**src/rtl/msi_pkg.sv**
```systemverilog
package msi_pkg;
  localparam int unsigned FRAME_AW   = 12;
  localparam int unsigned ID_W       = 10;
  localparam int unsigned SPI_FIRST  = 32;
  localparam int unsigned ID_LIMIT   = 1020;
  localparam int unsigned LINES_MAX  = 128;

  localparam logic [FRAME_AW-1:0] OFS_TYPE  = 12'h008;
  localparam logic [FRAME_AW-1:0] OFS_DOOR  = 12'h040;
  localparam logic [FRAME_AW-1:0] OFS_IDENT = 12'hFCC;

  localparam logic [7:0]  PRODUCT_CODE = 8'h51;
  localparam logic [31:0] IDENT_VAL    = {4'h0, PRODUCT_CODE, 20'h0_0000};
endpackage

```
**src/rtl/msi_regread.sv**
```systemverilog
module msi_regread
  import msi_pkg::*;
#(
  parameter int unsigned NUM_LINES = 64,
  parameter int unsigned BASE      = 0
) (
  input  logic [FRAME_AW-1:0] addr,
  input  logic [2:0]          size,
  output logic [31:0]         value
);
  localparam logic [15:0] FIRST16 = 16'(BASE + SPI_FIRST);
  localparam logic [15:0] COUNT16 = 16'(NUM_LINES);
  localparam logic [31:0] TYPE_VAL = {FIRST16, COUNT16};

  always_comb begin
    value = '0;
    if (size == 3'd4) begin
      unique case (addr)
        OFS_TYPE:  value = TYPE_VAL;
        OFS_IDENT: value = IDENT_VAL;
        default:   value = '0;
      endcase
    end
  end
endmodule

```
**src/rtl/msi_doorbell.sv**
```systemverilog
module msi_doorbell
  import msi_pkg::*;
#(
  parameter int unsigned NUM_LINES = 64,
  parameter int unsigned BASE      = 0,
  localparam int unsigned IDX_W    = (NUM_LINES > 1) ? $clog2(NUM_LINES) : 1
) (
  input  logic                wr,
  input  logic [FRAME_AW-1:0] addr,
  input  logic [2:0]          size,
  input  logic [ID_W-1:0]     id,
  output logic                hit,
  output logic [IDX_W-1:0]    idx
);
  localparam logic [ID_W:0] LO_BOUND = (ID_W+1)'(BASE + SPI_FIRST);
  localparam logic [ID_W:0] HI_BOUND = (ID_W+1)'(BASE + SPI_FIRST + NUM_LINES);

  logic            size_ok;
  logic [ID_W:0]   id_ext;
  logic [ID_W:0]   offset;
  logic            in_window;

  always_comb begin
    size_ok   = (size == 3'd2) || (size == 3'd4);
    id_ext    = {1'b0, id};
    offset    = id_ext - LO_BOUND;
    in_window = (id_ext >= LO_BOUND) && (id_ext < HI_BOUND);
    hit       = wr && (addr == OFS_DOOR) && size_ok && in_window;
    idx       = offset[IDX_W-1:0];
  end

  logic unused_hi;
  assign unused_hi = ^offset[ID_W:IDX_W];
endmodule

```
**src/rtl/msi_pulse_bank.sv**
```systemverilog
module msi_pulse_bank #(
  parameter int unsigned NUM_LINES = 64,
  localparam int unsigned IDX_W    = (NUM_LINES > 1) ? $clog2(NUM_LINES) : 1
) (
  input  logic                 clk,
  input  logic                 rst,
  input  logic                 hit,
  input  logic [IDX_W-1:0]     idx,
  output logic [NUM_LINES-1:0] pulse
);
  for (genvar i = 0; i < NUM_LINES; i++) begin : g_line
    always_ff @(posedge clk) begin
      if (rst) pulse[i] <= 1'b0;
      else     pulse[i] <= hit && (idx == IDX_W'(i));
    end
  end
endmodule

```
**src/rtl/msi_frame.sv**
```systemverilog
module msi_frame
  import msi_pkg::*;
#(
  parameter int unsigned NUM_LINES = 64,
  parameter int unsigned BASE      = 0
) (
  input  logic                 clk,
  input  logic                 rst,
  input  logic [11:0]          bus_addr,
  input  logic [31:0]          bus_wdata,
  input  logic [2:0]           bus_size,
  input  logic                 bus_rd,
  input  logic                 bus_wr,
  output logic [31:0]          bus_rdata,
  output logic [NUM_LINES-1:0] irq_pulse
);
  localparam int unsigned IDX_W = (NUM_LINES > 1) ? $clog2(NUM_LINES) : 1;

  // configuration limits checked at elaboration
  if (NUM_LINES == 0 || NUM_LINES > LINES_MAX) begin : g_bad_count
    $error("msi_frame: NUM_LINES out of range");
  end
  if (BASE + SPI_FIRST + NUM_LINES > ID_LIMIT) begin : g_bad_window
    $error("msi_frame: interrupt window exceeds ID limit");
  end

  logic [31:0]      rd_val;
  logic             db_hit;
  logic [IDX_W-1:0] db_idx;

  msi_regread #(.NUM_LINES(NUM_LINES), .BASE(BASE)) u_regread (
    .addr  (bus_addr),
    .size  (bus_size),
    .value (rd_val)
  );

  msi_doorbell #(.NUM_LINES(NUM_LINES), .BASE(BASE)) u_doorbell (
    .wr   (bus_wr),
    .addr (bus_addr),
    .size (bus_size),
    .id   (bus_wdata[ID_W-1:0]),
    .hit  (db_hit),
    .idx  (db_idx)
  );

  msi_pulse_bank #(.NUM_LINES(NUM_LINES)) u_pulses (
    .clk   (clk),
    .rst   (rst),
    .hit   (db_hit),
    .idx   (db_idx),
    .pulse (irq_pulse)
  );

  always_ff @(posedge clk) begin
    if (rst)         bus_rdata <= '0;
    else if (bus_rd) bus_rdata <= rd_val;
  end

  logic unused_wdata;
  assign unused_wdata = ^bus_wdata[31:ID_W];
endmodule

```
**config.mk**
```make
export PLATFORM = sky130hd
export DESIGN_NAME = msi_frame
export DESIGN_NICKNAME = d
export VERILOG_FILES = /design/src/rtl/msi_pkg.sv /design/src/rtl/msi_regread.sv /design/src/rtl/msi_doorbell.sv /design/src/rtl/msi_pulse_bank.sv /design/src/rtl/msi_frame.sv
export SDC_FILE = /design/constraint.sdc
export NUM_CORES = 1
export LEC_CHECK = 0
export BUFFER_PORTS_ARGS = -buffer_cell sky130_fd_sc_hd__buf_2
export CORE_UTILIZATION = 40
export CTS_BUF_LIST = sky130_fd_sc_hd__clkbuf_4 sky130_fd_sc_hd__clkbuf_8 sky130_fd_sc_hd__clkbuf_16
export CTS_CLUSTER_SIZE = 30
export DETAILED_ROUTE_END_ITERATION = 8
export PLACE_DENSITY_LB_ADDON = 0.3
export SYNTH_ARGS = -nofsm -noshare
export SYNTH_HDL_FRONTEND = slang
export SYNTH_HIERARCHICAL = 1
export SYNTH_SLANG_ARGS = --single-unit
export TNS_END_PERCENT = 20
```
**constraint.sdc**
```tcl
create_clock -name clk -period 2.8 [get_ports clk]
set_input_delay 0.7 -clock clk [delete_from_list [all_inputs] [get_ports clk]]
set_output_delay 0.7 -clock clk [all_outputs]
set_load 0.02 [all_outputs]
```
==> impl_summary.md <==
Synthesis
The register area share after synthesis is 0.572. During synthesis, Yosys emitted a total of 6 warnings. Of the total synthesized cell area, the portion taken by full adders, half adders and majority gates is 0. Of the total synthesized cell area, the portion taken by AND, OR, NAND and NOR gates is 0.208.

Of the total synthesized cell area, the portion taken by XOR and XNOR cells is 0.00521. Synthesis produced a netlist whose cell count is 316. Each instance of the synthesized netlist takes up on average 10.6 µm².

The netlist area before placement is 0.00336 mm². The synthesized design spends more area on one cell type than any other, namely sky130_fd_sc_hd__dfxtp_1. By area, the combinational part of the netlist is dominated by simple AND/OR/NAND/NOR gates.

In the post-synthesis netlist, the biggest area contributors are sky130_fd_sc_hd__dfxtp_1, sky130_fd_sc_hd__nor2_1, sky130_fd_sc_hd__mux2i_1. The complex-gate fraction of the synthesized area was 0. The netlist uses 24 different library cells.

The synthesized design contains 96 register bits. Of the post-synthesis cell area, the dominant cell type holds 0.572. The multiplexer share of the synthesized area is 0.0953.

GRT
After global routing the overflow that remains totals 0. The number of global-route vias before repair came to 2192. The initial antenna violation count is 0. Entering global routing, the biggest net connects 37 pins. In the global route stage, overall resource usage came out at 0.156. The wire length of the first global-routing pass is 10.4 mm.

Route
The count of antenna-violating nets left after detailed routing is 0. The via count is 2377. The first detailed-routing pass took 4 iterations.

The starting DRC count in detailed routing is 67. In the routed design, unresolved DRC markers number 0. The average detailed-routed wire length per instance is 12.7 µm.

The total routed wirelength is 6.88 mm. Using the TritonRoute via totals, the vias-per-cell ratio works out to 4.40.

Timing
The final clock skew is 0 ps. The final-report hold violation count came to 0. The timing-limited maximum frequency is 452 MHz. The number of pins exceeding their max-slew limit in the final report is 0.

For the finished layout, the period the worst path requires is 2210 ps. For the final routed database, the setup TNS stands at 0 ps. The period utilization is 0.790. On the final layout, the worst hold slack is 493 ps. Setup violations remaining at the end of the flow were counted as 0. Setup repair after global routing left no endpoint under its margin. The relative slew slack is 0.591. For the pin with the worst max-slew slack, the measured transition is 614 ps.

Cells and area
Of the cells placed in the final design, the portion with a size suffix greater than 1 is 0.366. The number of antenna diodes in the final layout is 0. The layout has 789 filler cells. After the flow finishes, the layout carries non-filler instances totaling 540.

After routing the design area is 0.00404 mm². The area growth from synthesis to layout is 20.2%. Registers take 0.00192 mm². The number of nets in the finished design is 481. The end-of-flow core utilization is 0.494.

Summing all multi-input logic gate instances after layout gives 0.00114 mm².

Clocking
The number of hold buffers added after CTS was 0. The root buffer cell is sky130_fd_sc_hd__clkbuf_8. The clock passes through at most 2 buffers. The clock drives 96 sinks. The clock transition time at the flip-flop clock pins of the worst setup and hold paths is 90 ps. The post-CTS setup buffer count is 0. The TritonCTS clock tree is built. The later pin in the worst-skew pair is clocked with a latency of 340 ps.

The number of clock buffers inserted by TritonCTS is 9. The number of gates resized after cts is 0. The number of levels the H-tree was split into is 3.

Pwr
The analysis attributes to cell leakage a power of 1.94 nW. The worst-case IR drop observed on VDD is 0.338 mV. The cell area power density is 592 mW/mm².

Worst setup path
Traced cell by cell, the critical path runs through buf_2, nor4b_1, nand4_1, nor3_2, or4b_1, buf_4, nor2_1. Data arrives at the worst endpoint at 2480 ps. The type of destination of the critical path is a register. Along the worst path, the maximum fanout reaches 16. The critical path launch point type is an input pin. The largest individual stage delay along the critical path comes from the cell sky130_fd_sc_hd__or4b_1.

The start-to-end type of the worst setup path is in -> reg. For the worst setup path, the data required time is 3070 ps. The critical path's top delay family is simple AND/OR/NAND/NOR gates. The number of buffers and inverters on the critical path is 2. The biggest cell delay along the critical path is 460 ps.

Counting cells, the worst reg-to-reg path comes to 2. The critical path runs through a total of 7 cells.

Placement
Port buffering added 124 buffers. The number of placed cells counting well taps is 524. The wire-length estimate of the detail-placed layout is 4.74 mm. The placed standard-cell area is 0.00386 mm². The congestion estimate from routability-driven global placement came to 0.700.

Floorplan
The total area inside the core boundary comes to 0.00818 mm². For this configuration, the core starts out at a cell density of 0.411. The top-level port count is 147. The die is 93.7 µm tall. The area of the die is 0.00877 mm². After floorplanning, the core was divided into 33 placement rows. The x dimension of the die is 93.7 µm.

Status
The flow ran to the end, and the final reports show no timing, DRC or antenna violations.

Job
Across the run, the number of max-cap violations was 0.

Min path
Along the worst hold path, the cell count comes to 2. The tightest min-delay check is of the reg -> reg type.
-- synthesized netlist by cell type --
cell type                   count
sky130_fd_sc_hd__clkbuf_1      12
sky130_fd_sc_hd__nor4_1         3
sky130_fd_sc_hd__buf_12         3
sky130_fd_sc_hd__conb_1         1
sky130_fd_sc_hd__or4_4          1
sky130_fd_sc_hd__inv_1          1
sky130_fd_sc_hd__or4b_4         1
sky130_fd_sc_hd__buf_6          2
sky130_fd_sc_hd__nor3_2         1
sky130_fd_sc_hd__nand3_1        1
sky130_fd_sc_hd__nor4b_1        2
sky130_fd_sc_hd__buf_4         35
sky130_fd_sc_hd__or4b_1         4
sky130_fd_sc_hd__or4_1          3
sky130_fd_sc_hd__mux2i_1       32
sky130_fd_sc_hd__nor2_1        87
sky130_fd_sc_hd__dfxtp_1       96
sky130_fd_sc_hd__nand4_1        3
sky130_fd_sc_hd__nand4bb_1      9
sky130_fd_sc_hd__buf_2          1
sky130_fd_sc_hd__xnor2_1        2
sky130_fd_sc_hd__nand4b_1       5
sky130_fd_sc_hd__nor2_2        10
sky130_fd_sc_hd__or3_1          1
-- metal layers --
metal | routed length [µm] | global-route usage | up-vias
li1 | - | - | 1199
met1 | 3120 | 0.181 | 1081
met2 | 3160 | 0.262 | 93
met3 | 548 | 0.0663 | 4
met4 | 45 | 0.0423 | 0
met5 | 0 | 0 | -
-- cells by family (layout without fill, tap and decap cells) --
group                  after synthesis  after routing
XOR/XNOR                             2              2
AND/OR/NAND/NOR                    131            131
buffers and inverters               54            147
other                                1             27
flip-flops                          96             96
multiplexers                        32             32
-- sequential cells by signal (all words and copies together) (netlist names) --
signal / count
u_pulses/pulse: 64
bus_rdata: 32
-- layout by cell type, fill, tap and decap left out, drive strengths merged --
master / netlist / final
buf: 41 / 130
clkbuf: 12 / 11
clkinv: 0 / 2
clkinvlp: 0 / 2
conb: 1 / 27
dfxtp: 96 / 96
inv: 1 / 2
mux2i: 32 / 32
nand3: 1 / 1
nand4: 3 / 3
nand4b: 5 / 5
nand4bb: 9 / 9
nor2: 97 / 97
nor3: 1 / 1
nor4: 3 / 3
nor4b: 2 / 2
or3: 1 / 1
or4: 4 / 4
or4b: 5 / 5
xnor2: 2 / 2
-- worst reg2reg max path, stage by stage (launching register included) --
cell and delay (ps):
sky130_fd_sc_hd__dfxtp_1 330, sky130_fd_sc_hd__mux2i_1 130, sky130_fd_sc_hd__nor2_1 50
-- report_power, final --
| part | internal, mW | leakage [nW] | total (mW) | switching [mW] |
|---|---|---|---|---|
| registers | 1.39 | 0.778 | 1.40 | 0.0105 |
| clock network | 0.350 | 0.0870 | 0.821 | 0.471 |
| logic | 0.0683 | 1.08 | 0.172 | 0.104 |
| total | 1.81 | 1.94 | 2.39 | 0.586 |
-- stage by stage --
stage / total power [mW] / setup slack (ps)
floorplan: 1.58 / 506
global route: 2.49 / 461
finish: 2.39 / 587
detailed placement: 1.60 / 218
global placement: 1.60 / 299
CTS: 2.41 / 563
-- final timing paths --
check	to	slack, ps	startpoint
max reg2reg	bus_rdata[14]	2170	bus_rdata[14]
min	bus_rdata[25]	490	bus_rdata[25]
min reg2reg	bus_rdata[25]	490	bus_rdata[25]
max	u_pulses/pulse[13]	590	bus_addr[2]
-- layout make-up --
cell class | count | share of cell area
Timing Repair Buffer | 130 | 0.165
Clock inverter | 5 | 0.0102
Multi-Input combinational cell | 192 | 0.282
Sequential cell | 96 | 0.476
Inverter | 1 | 0.000929
Tap cell | 105 | 0.0325
Clock buffer | 11 | 0.0344
No activity file was read; power rests on OpenSTA's default activity.
